<file path="config.mk">
export PLATFORM = sky130hd
export DESIGN_NAME = flash_op_sequencer
export DESIGN_NICKNAME = d
export VERILOG_FILES = /design/src/rtl/flash_seq_pkg.sv /design/src/rtl/flash_seq_page_buffer.sv /design/src/rtl/flash_seq_timer.sv /design/src/rtl/flash_seq_status.sv /design/src/rtl/flash_op_sequencer.sv
export SDC_FILE = /design/constraint.sdc
export NUM_CORES = 2
export LEC_CHECK = 0
export BUFFER_PORTS_ARGS = -buffer_cell sky130_fd_sc_hd__buf_2
export CAP_MARGIN = 10
export CORE_MARGIN = 4
export CORE_UTILIZATION = 42
export CTS_CLUSTER_SIZE = 28
export DETAILED_ROUTE_END_ITERATION = 10
export PLACE_DENSITY_LB_ADDON = 0.05
export SLEW_MARGIN = 30
export SYNTH_ARGS = -nofsm -noshare
export SYNTH_HDL_FRONTEND = slang
export SYNTH_SLANG_ARGS = --single-unit
</file>
<file path="constraint.sdc">
create_clock -name clk -period 8.3 [get_ports clk]
set_clock_uncertainty 0.1 [all_clocks]
set_input_delay 1.66 -clock clk [delete_from_list [all_inputs] [get_ports clk]]
set_output_delay 1.66 -clock clk [all_outputs]
set_load 0.05 [all_outputs]
</file>
<file path="src/rtl/flash_seq_pkg.sv">
package flash_seq_pkg;

  typedef enum logic [1:0] {
    OP_NONE = 2'd0,
    OP_PROG = 2'd1,
    OP_SECT = 2'd2,
    OP_CHIP = 2'd3
  } op_e;

  // Priority among simultaneous start requests.
  function automatic op_e pick_op(input logic p, input logic s, input logic c);
    if (p)      return OP_PROG;
    else if (s) return OP_SECT;
    else if (c) return OP_CHIP;
    else        return OP_NONE;
  endfunction

  // Assemble the status byte; unlisted positions are reserved zeros.
  function automatic logic [7:0] pack_status(input logic cmp_n, input logic erase_err,
                                             input logic prog_err, input logic ready);
    return {cmp_n, 2'b00, erase_err, prog_err, 2'b00, ready};
  endfunction

endpackage

</file>
<file path="src/rtl/flash_seq_page_buffer.sv">
module flash_seq_page_buffer #(
  parameter int PAGE_BYTES = 128,
  parameter int AW = $clog2(PAGE_BYTES)
) (
  input  logic          clk,
  input  logic          rst_n,
  input  logic          en_i,
  input  logic          open_i,
  input  logic [AW-1:0] start_i,
  input  logic          wr_i,
  input  logic [7:0]    data_i,
  input  logic [AW-1:0] rd_addr_i,
  output logic [7:0]    rd_data_o
);

  logic [PAGE_BYTES-1:0][7:0] bytes_q;
  logic [AW-1:0]              ptr_q;
  logic                       open_ok;
  logic                       wr_ok;

  assign open_ok = en_i && open_i;
  assign wr_ok   = en_i && wr_i && !open_i;

  always_ff @(posedge clk) begin
    if (!rst_n) begin
      bytes_q <= {PAGE_BYTES{8'hFF}};
      ptr_q   <= '0;
    end else if (open_ok) begin
      bytes_q <= {PAGE_BYTES{8'hFF}};
      ptr_q   <= start_i;
    end else if (wr_ok) begin
      bytes_q[ptr_q] <= data_i;
      ptr_q          <= ptr_q + 1'b1;
    end
  end

  assign rd_data_o = bytes_q[rd_addr_i];

  AST_WRITE_LANDS: assert property (@(posedge clk) disable iff (!rst_n)
    wr_ok |=> bytes_q[$past(ptr_q)] == $past(data_i));

  AST_FROZEN_WHILE_BUSY: assert property (@(posedge clk) disable iff (!rst_n)
    !en_i |=> bytes_q == $past(bytes_q));

endmodule

</file>
<file path="src/rtl/flash_seq_timer.sv">
module flash_seq_timer #(
  parameter int CNT_W = 16
) (
  input  logic             clk,
  input  logic             rst_n,
  input  logic             start_i,
  input  logic [CNT_W-1:0] len_i,
  output logic             busy_o,
  output logic             done_o
);

  logic [CNT_W-1:0] cnt_q;
  logic             busy_q;

  assign busy_o = busy_q;
  assign done_o = busy_q && (cnt_q == '0);

  always_ff @(posedge clk) begin
    if (!rst_n) begin
      busy_q <= 1'b0;
      cnt_q  <= '0;
    end else if (start_i) begin
      busy_q <= 1'b1;
      cnt_q  <= len_i - 1'b1;
    end else if (done_o) begin
      busy_q <= 1'b0;
    end else if (busy_q) begin
      cnt_q  <= cnt_q - 1'b1;
    end
  end

  // Independent span counter for checking the busy length.
  logic [CNT_W-1:0] span_len_q;
  logic [CNT_W-1:0] span_run_q;

  always_ff @(posedge clk) begin
    if (!rst_n) begin
      span_len_q <= '0;
      span_run_q <= '0;
    end else if (start_i) begin
      span_len_q <= len_i;
      span_run_q <= '0;
    end else if (busy_q) begin
      span_run_q <= span_run_q + 1'b1;
    end
  end

  AST_BUSY_SPAN: assert property (@(posedge clk) disable iff (!rst_n)
    done_o |-> span_run_q == span_len_q - 1'b1);

  AST_START_WHEN_IDLE: assert property (@(posedge clk) disable iff (!rst_n)
    start_i |-> !busy_q);

endmodule

</file>
<file path="src/rtl/flash_seq_status.sv">
module flash_seq_status
  import flash_seq_pkg::*;
(
  input  logic       clk,
  input  logic       rst_n,
  input  logic       accept_i,
  input  logic       clr_i,
  input  logic       done_i,
  input  logic       set_perr_i,
  input  logic       set_eerr_i,
  input  logic       busy_i,
  output logic [7:0] status_o,
  output logic       err_o
);

  logic cmp_n_q;
  logic perr_q;
  logic eerr_q;

  always_ff @(posedge clk) begin
    if (!rst_n) begin
      cmp_n_q <= 1'b1;
      perr_q  <= 1'b0;
      eerr_q  <= 1'b0;
    end else begin
      perr_q <= (perr_q && !clr_i) || set_perr_i;
      eerr_q <= (eerr_q && !clr_i) || set_eerr_i;
      if (done_i)                cmp_n_q <= 1'b0;
      else if (accept_i || clr_i) cmp_n_q <= 1'b1;
    end
  end

  assign err_o    = perr_q || eerr_q;
  assign status_o = pack_status(cmp_n_q, eerr_q, perr_q, !busy_i);

  AST_CMP_FALL_ON_DONE: assert property (@(posedge clk) disable iff (!rst_n)
    $fell(cmp_n_q) |-> $past(done_i));

  AST_CMP_RISE_ON_CMD: assert property (@(posedge clk) disable iff (!rst_n)
    $rose(cmp_n_q) |-> $past(accept_i || clr_i));

  AST_PERR_CLEAR_ONLY: assert property (@(posedge clk) disable iff (!rst_n)
    $fell(perr_q) |-> $past(clr_i));

  AST_EERR_CLEAR_ONLY: assert property (@(posedge clk) disable iff (!rst_n)
    $fell(eerr_q) |-> $past(clr_i));

  AST_ERR_BLOCKS_START: assert property (@(posedge clk) disable iff (!rst_n)
    err_o |-> !accept_i);

endmodule

</file>
<file path="src/rtl/flash_op_sequencer.sv">
module flash_op_sequencer
  import flash_seq_pkg::*;
#(
  parameter int PAGE_BYTES  = 128,
  parameter int PAGE_IDX_W  = 13,
  parameter int SECT_IDX_W  = 7,
  parameter int PROG_CYCLES = 500,
  parameter int SECT_CYCLES = 30000,
  parameter int CHIP_CYCLES = 60000
) (
  input  logic                  clk,
  input  logic                  rst_n,
  input  logic                  buf_open_i,
  input  logic [6:0]            buf_start_i,
  input  logic                  buf_wr_i,
  input  logic [7:0]            buf_data_i,
  input  logic [6:0]            buf_rd_addr_i,
  output logic [7:0]            buf_rd_data_o,
  input  logic                  prog_req_i,
  input  logic [PAGE_IDX_W-1:0] prog_page_i,
  input  logic                  sect_req_i,
  input  logic [SECT_IDX_W-1:0] sect_idx_i,
  input  logic                  chip_req_i,
  input  logic                  clr_status_i,
  input  logic                  inj_prog_fail_i,
  input  logic                  inj_erase_fail_i,
  output logic [7:0]            status_o,
  output logic                  accepted_o,
  output logic                  refused_o,
  output logic                  op_done_o,
  output logic [1:0]            cur_op_o,
  output logic [PAGE_IDX_W-1:0] cur_page_o
);

  localparam int BYTE_AW  = $clog2(PAGE_BYTES);
  localparam int PPS_LOG  = PAGE_IDX_W - SECT_IDX_W;
  localparam int MAX_A    = (PROG_CYCLES > SECT_CYCLES) ? PROG_CYCLES : SECT_CYCLES;
  localparam int MAX_LEN  = (MAX_A > CHIP_CYCLES) ? MAX_A : CHIP_CYCLES;
  localparam int CNT_W    = $clog2(MAX_LEN + 1);

  // Named internal events
  logic any_req, busy, err, blocked, accept_evt, done_evt;
  logic set_perr, set_eerr;
  op_e  sel_op, op_q;
  logic [PAGE_IDX_W-1:0] sel_page, page_q;
  logic [CNT_W-1:0]      sel_len;

  assign any_req    = prog_req_i || sect_req_i || chip_req_i;
  assign blocked    = busy || err;
  assign accept_evt = any_req && !blocked;
  assign sel_op     = pick_op(prog_req_i, sect_req_i, chip_req_i);

  always_comb begin
    unique case (sel_op)
      OP_PROG: begin sel_page = prog_page_i;                  sel_len = CNT_W'(PROG_CYCLES); end
      OP_SECT: begin sel_page = {sect_idx_i, {PPS_LOG{1'b0}}}; sel_len = CNT_W'(SECT_CYCLES); end
      OP_CHIP: begin sel_page = '0;                           sel_len = CNT_W'(CHIP_CYCLES); end
      default: begin sel_page = '0;                           sel_len = CNT_W'(1); end
    endcase
  end

  always_ff @(posedge clk) begin
    if (!rst_n) begin
      op_q   <= OP_NONE;
      page_q <= '0;
    end else if (accept_evt) begin
      op_q   <= sel_op;
      page_q <= sel_page;
    end else if (done_evt) begin
      op_q   <= OP_NONE;
    end
  end

  assign set_perr = done_evt && (op_q == OP_PROG) && inj_prog_fail_i;
  assign set_eerr = done_evt && (op_q != OP_PROG) && inj_erase_fail_i;

  flash_seq_timer #(.CNT_W(CNT_W)) u_timer (
    .clk     (clk),
    .rst_n   (rst_n),
    .start_i (accept_evt),
    .len_i   (sel_len),
    .busy_o  (busy),
    .done_o  (done_evt)
  );

  flash_seq_status u_status (
    .clk        (clk),
    .rst_n      (rst_n),
    .accept_i   (accept_evt),
    .clr_i      (clr_status_i),
    .done_i     (done_evt),
    .set_perr_i (set_perr),
    .set_eerr_i (set_eerr),
    .busy_i     (busy),
    .status_o   (status_o),
    .err_o      (err)
  );

  flash_seq_page_buffer #(.PAGE_BYTES(PAGE_BYTES), .AW(BYTE_AW)) u_buf (
    .clk       (clk),
    .rst_n     (rst_n),
    .en_i      (!busy),
    .open_i    (buf_open_i),
    .start_i   (buf_start_i[BYTE_AW-1:0]),
    .wr_i      (buf_wr_i),
    .data_i    (buf_data_i),
    .rd_addr_i (buf_rd_addr_i[BYTE_AW-1:0]),
    .rd_data_o (buf_rd_data_o)
  );

  assign accepted_o = accept_evt;
  assign refused_o  = any_req && blocked;
  assign op_done_o  = done_evt;
  assign cur_op_o   = op_q;
  assign cur_page_o = page_q;

  AST_DONE_RETURNS_IDLE: assert property (@(posedge clk) disable iff (!rst_n)
    op_done_o |=> cur_op_o == OP_NONE);

  AST_ACCEPT_DROPS_READY: assert property (@(posedge clk) disable iff (!rst_n)
    accepted_o |=> !status_o[0]);

  AST_REFUSE_KEEPS_OP: assert property (@(posedge clk) disable iff (!rst_n)
    (refused_o && !op_done_o) |=> $stable(cur_op_o));

endmodule

</file>
======== Word-level counts from Yosys, hierarchy flattened ========
Index checks and enable logic that the tools add are counted.
word-level totals
  register bits after elaboration ......... 1066
  input bits .............................. 52
  output and inout port bits .............. 34
  word-level logic and storage cells ...... 201
cells by class
  add/subtract/negate cells ............... 3
  muxes and demuxes ....................... 21
  $lt $le $gt $ge ......................... 3
  eq/ne operators ......................... 6
  bitwise operators ....................... 1
  reductions and logical operators ........ 31
operator list
  operator                 number
  $bwmux W1024             1
  $bmux W8 S7              1
  $demux W8 S7             1
  $mux W16                 3
  $pmux W16 S3             1
  $sub A16 B1 Y16 const B  2
  $pmux W13 S2             1
  $logic_not A16 Y1        1
  $lt A7 B8 Y1 const B     2
  $mux W8                  2
  $mux W7                  2
  $logic_and A1 B1 Y1      13
  $mux W2                  5
  $reduce_bool A2 Y1       4
  $add A7 B1 Y7 const B    1
  $ge A7 B1 Y1 const B     1
  $logic_or A1 B1 Y1       7
  $eq A2 B1 Y1 const B     2
  $eq A2 B2 Y1 const B     2
  $logic_not A1 Y1         4
  $mux W1                  4
  $ne A2 B1 Y1 const B     2
  $reduce_and A2 Y1        1
  $reduce_or A2 Y1         1
  $not A1 Y1               1

======== Longest topological paths before layout ========
  word-level depth ........................ 7
  mapped depth ............................ 12

======== By module ========
Synthesis repeated with hierarchy kept, for this count alone.
second synthesis, totals
  cell total of the unflattened synthesis .. 4920
  area, all modules ....................... 47127.7 µm²
by module, submodules not included
  module                 seq. area each (µm²)  cells an instance  instances  area an instance (µm²)
  flash_seq_page_buffer  20639.8               4640               1          44776.7
  flash_seq_timer        340.3                 164                1          1346.3
  flash_op_sequencer     300.3                 97                 1          840.8
  flash_seq_status       60.1                  19                 1          163.9

======== Least setup slack after synthesis ========
Ideal clock, no wire load.
  kind .................................... in2out
  start point ............................. input buf_rd_addr_i[0]
  end point ............................... output buf_rd_data_o[0]
  buffers on the path ..................... 3
  arrival ................................. 3705 ps
  cell stages on the path ................. 8
  slack ................................... 2835 ps
  cell sequence ........................... clkbuf_1 > clkbuf_1 > buf_2 > mux4_2 > o22ai_1 > nor4_1 > o22ai_1 > nor2_1
on the way
  cells in the longest elaborated chain, start to end .. 2
RTL lines
  element                        RTL line                     text
  from (decl)                    flash_op_sequencer.sv:17     input logic [6:0] buf_rd_addr_i,
  $bmux W8 S7                    flash_seq_page_buffer.sv:37  assign rd_data_o = bytes_q[rd_addr_i];
  $mux W8 (implied by the code)  flash_seq_page_buffer.sv:37
  to (decl)                      flash_op_sequencer.sv:18     output logic [7:0] buf_rd_data_o,
Every way passes these cells. The select of a mux whose other input is x is not followed.

======== Worst setup path in the final report ========
  start point ............................. input buf_rd_addr_i[0]
  end point ............................... output buf_rd_data_o[1]
The elaborated chain is that of the path after synthesis.

==> results.json <==
{
  "status": "completed",
  "stdcell_area_um2": 51100,
  "die_area_um2": 114000,
  "clk_pin_slew_ns": 0.06,
  "dpl.hpwl_um": 108000,
  "startpoint_type": "primary input",
  "cts_sinks": 1066,
  "cts_buffer_depth": 3,
  "pin_count": 86,
  "htree_levels": 3,
  "area_growth_pct": 12.3,
  "max_freq_mhz": 144,
  "cts_root_buffer": "clkbuf_16",
  "crit_fanout": 57,
  "die_x_um": 337,
  "nNetsFinal": 5442,
  "start_util_pct": 42.4,
  "path_cells": "buf_8 > buf_12 > mux4_2 > o22ai_1 > nor4_1 > o22ai_1 > nor2_1 > buf_2",
  "pwr_density_cell_nw_per_um2": 223,
  "worstPathArrival_ns": 5.17,
  "grt_pass1_vias": 37700,
  "setup_viol": 0,
  "cp_slowest_cell": "nor4_1",
  "gp_congestion": 0.869,
  "ant_nets": 0,
  "post_drt_via_cell_ratio": 5.89,
  "fp.dieH_um": 337,
  "regArea_um2": 21300,
  "period_needed_ns": 6.93,
  "fin_crit_sh_pct": 83.5,
  "r2r_cells": 10,
  "synthArstFlopShare_pct": 0,
  "max_stage_delay_ns": 1.06,
  "slew_headroom_pct": 18.6,
  "port_buffers": 81,
  "dpl_cell_area_um2": 47000,
  "preCtsSetupSlack_ns": 1.52,
  "remaining_drc_errors": 0,
  "clkLatencyLatePin_ns": 0.72,
  "cts_tree": "yes",
  "syn_avg_cell_area_um2": 8.28,
  "grt_pass1_wl_um": 256000,
  "finalHoldViolCount": 0,
  "setup.worst_path.end_class": "output port",
  "via_count": 40600,
  "grt_util_all_layers_pct": 29.7,
  "first_pass_iters": 6,
  "routed_wirelength_um": 172000,
  "ys.warnings.count": 0,
  "multi_input_area_um2": 22700,
  "crit_required_ns": 6.54,
  "p_leak_nw": 21.5,
  "yosys_register_bits": 1066,
  "min_path_cells": 2,
  "crit_top_cell": "o22ai_1",
  "core_area_um2": 107000,
  "cts_resized": 0,
  "max_slew.worst_pin.slew_ns": 1.21,
  "num-fill-cells": 10300,
  "rsz0062_at_grt": "false",
  "setup_ws_ns": 1.37,
  "synth_cell_types": 57,
  "fin_tns_setup_ns": 0,
  "antenna_found_initial": 4,
  "syn_area_um2": 45500,
  "slew_viol_final": 0,
  "syn_inst": 5498,
  "hold_class": "reg -> reg",
  "fp-row-count": 120,
  "synth_ff_type": "dfxtp_1",
  "layout-drive-gt1-share_pct": 11.5,
  "cts_hold_buffers": 0,
  "grt-ovfl-total": 0,
  "cts_setup_buffers": 0,
  "post-route-util_pct": 47.6,
  "vdd_drop_max_uv": 169,
  "synth_edf_count": 0,
  "crit_type": "in -> out",
  "grt_max_degree": 213,
  "cts_inserted_buffers": 116,
  "drt-wirelength-per-cell_um": 25.0,
  "maxCapViolations": 0,
  "drt_iter0_drc": 4709,
  "synth_seq_area_share_pct": 46.9
}
## path summary, 6_finish.rpt
| check | startpoint | endpoint | slack (ns) |
|---|---|---|---|
| max reg2reg | u_timer.busy_o | u_timer.cnt_q[12] | 4.42 |
| max | buf_rd_addr_i[0] | buf_rd_data_o[1] | 1.37 |
| min | cur_page_o[0] | cur_page_o[0] | 0.35 |
| min reg2reg | cur_page_o[0] | cur_page_o[0] | 0.35 |
## where the power goes
| part | switching, W | internal, W | leakage [nW] |
|---|---|---|---|
| sequential | 0.0000237 | 0.00514 | 8.64 |
| clock | 0.00222 | 0.00331 | 2.03 |
| combinational | 0.000542 | 0.000168 | 10.8 |
| total | 0.00279 | 0.00862 | 21.5 |
## stage by stage
| stage | total power (W) | cells | hold slack (ns) |
|---|---|---|---|
| floorplan | 0.00573 | 5501 | 0.335 |
| global placement | 0.00598 | 6666 | 0.339 |
| detailed placement | 0.00598 | 6667 | 0.343 |
| CTS | 0.0115 | 6881 | 0.355 |
| global route | 0.0117 | 6882 | 0.373 |
| finish | 0.0114 | 6884 | 0.354 |
## synth_stat cells, types with 2 or more instances
| cell | number | area, um^2 |
|---|---|---|
| a21oi_1 | 30 | 150 |
| o21bai_1 | 2 | 15.0 |
| nor4b_1 | 2 | 17.5 |
| nor2_1 | 188 | 706 |
| o211ai_1 | 5 | 37.5 |
| o22ai_1 | 145 | 907 |
| or4_1 | 3 | 22.5 |
| xnor2_1 | 12 | 105 |
| a31oi_1 | 4 | 25.0 |
| nand3b_1 | 5 | 37.5 |
| a22o_1 | 7 | 61.3 |
| or2_2 | 2 | 12.5 |
| inv_2 | 2 | 7.51 |
| and3_1 | 5 | 31.3 |
| o31a_1 | 2 | 17.5 |
| or3b_2 | 2 | 17.5 |
| a32oi_1 | 3 | 26.3 |
| inv_1 | 7 | 26.3 |
| xor2_1 | 2 | 17.5 |
| nand2_1 | 2102 | 7890 |
| nor4_1 | 41 | 257 |
| buf_2 | 33 | 165 |
| nor2b_1 | 9 | 56.3 |
| buf_4 | 9 | 67.6 |
| buf_1 | 20 | 75.1 |
| nor3_1 | 16 | 80.1 |
| nand4_1 | 4 | 25.0 |
| nand3_1 | 1044 | 5230 |
| clkbuf_1 | 323 | 1210 |
| dfxtp_1 | 1066 | 21300 |
| nand2b_1 | 11 | 68.8 |
| ha_1 | 8 | 100 |
| mux2i_1 | 33 | 330 |
| o31ai_1 | 2 | 15.0 |
| or3_1 | 7 | 43.8 |
| o211a_1 | 2 | 20.0 |
| o21ai_0 | 52 | 260 |
| nor3b_1 | 3 | 22.5 |
| a211oi_1 | 12 | 90.1 |
| mux4_2 | 256 | 5770 |
## critical path, delay by kind of cell
kind,cells,cell delay [ns]
buffers and inverters,3,1.16
multiplexers,1,0.28
AO/OA/AOI/OAI,2,0.56
AND/OR/NAND/NOR,2,1.45
## layer usage
| layer | part of all wire, % | global-route usage, % | vias up |
|---|---|---|---|
| met5 | 0 | 0 | - |
| met4 | 3.5 | 10.3 | 0 |
| met3 | 7.4 | 4.30 | 266 |
| met2 | 44 | 45.4 | 1693 |
| met1 | 45 | 43.1 | 20000 |
| li1 | - | - | 18600 |
## cell usage in the layout, fill, tap and decap left out, types with 5 or more instances in the layout
cell,instances
nand2b_1,11
o22ai_1,145
clkbuf_8,40
buf_4,52
buf_2,71
nor2_4,5
nor2b_1,9
a21oi_1,30
bufinv_16,11
nor2_1,182
xnor2_1,12
clkinv_2,17
nor4_1,38
clkbuf_1,22
ha_1,8
mux4_2,256
a211oi_1,12
nor3_1,13
inv_1,7
mux2i_1,33
buf_6,10
buf_12,13
clkbuf_16,119
dfxtp_1,1066
o21ai_0,52
nand3b_1,5
or3_1,7
a22o_1,7
o211ai_1,5
nand3_1,1042
nand2_1,2097
## area by class of cell
cell class	instances	share of cell area [%]
Antenna cell	3	0.0147
Clock buffer	181	7.07
Clock inverter	33	0.921
Inverter	9	0.0661
Multi-Input combinational cell	4041	44.5
Sequential cell	1066	41.8
Tap cell	1403	3.43
Timing Repair Buffer	148	2.25
## sequential cells by signal, indices dropped and copies added (netlist names)
name and cells:
u_buf.bytes_q 1024, u_timer.cnt_q 16, cur_page_o 13, u_buf.ptr_q 7
cur_op_o 2, u_status.cmp_n_q 1, u_status.eerr_q 1, u_status.perr_q 1
u_timer.busy_o 1
## cells by family (layout without fill, tap and decap cells)
| kind of cell | count (synthesis) | count (layout) | share of synthesized area [%] |
|---|---|---|---|
| buf+inv | 394 | 371 | 3.41 |
| compound gates | 276 | 276 | 3.78 |
| fa+ha+maj | 8 | 8 | 0.220 |
| xor+xnor | 14 | 14 | 0.269 |
| flops | 1066 | 1066 | 46.9 |
| other cells | 1 | 7 | 0.00824 |
| simple gates | 3450 | 3450 | 32.0 |
| mux | 289 | 289 | 13.4 |
Note: power is estimated with default switching activity, not from simulation.
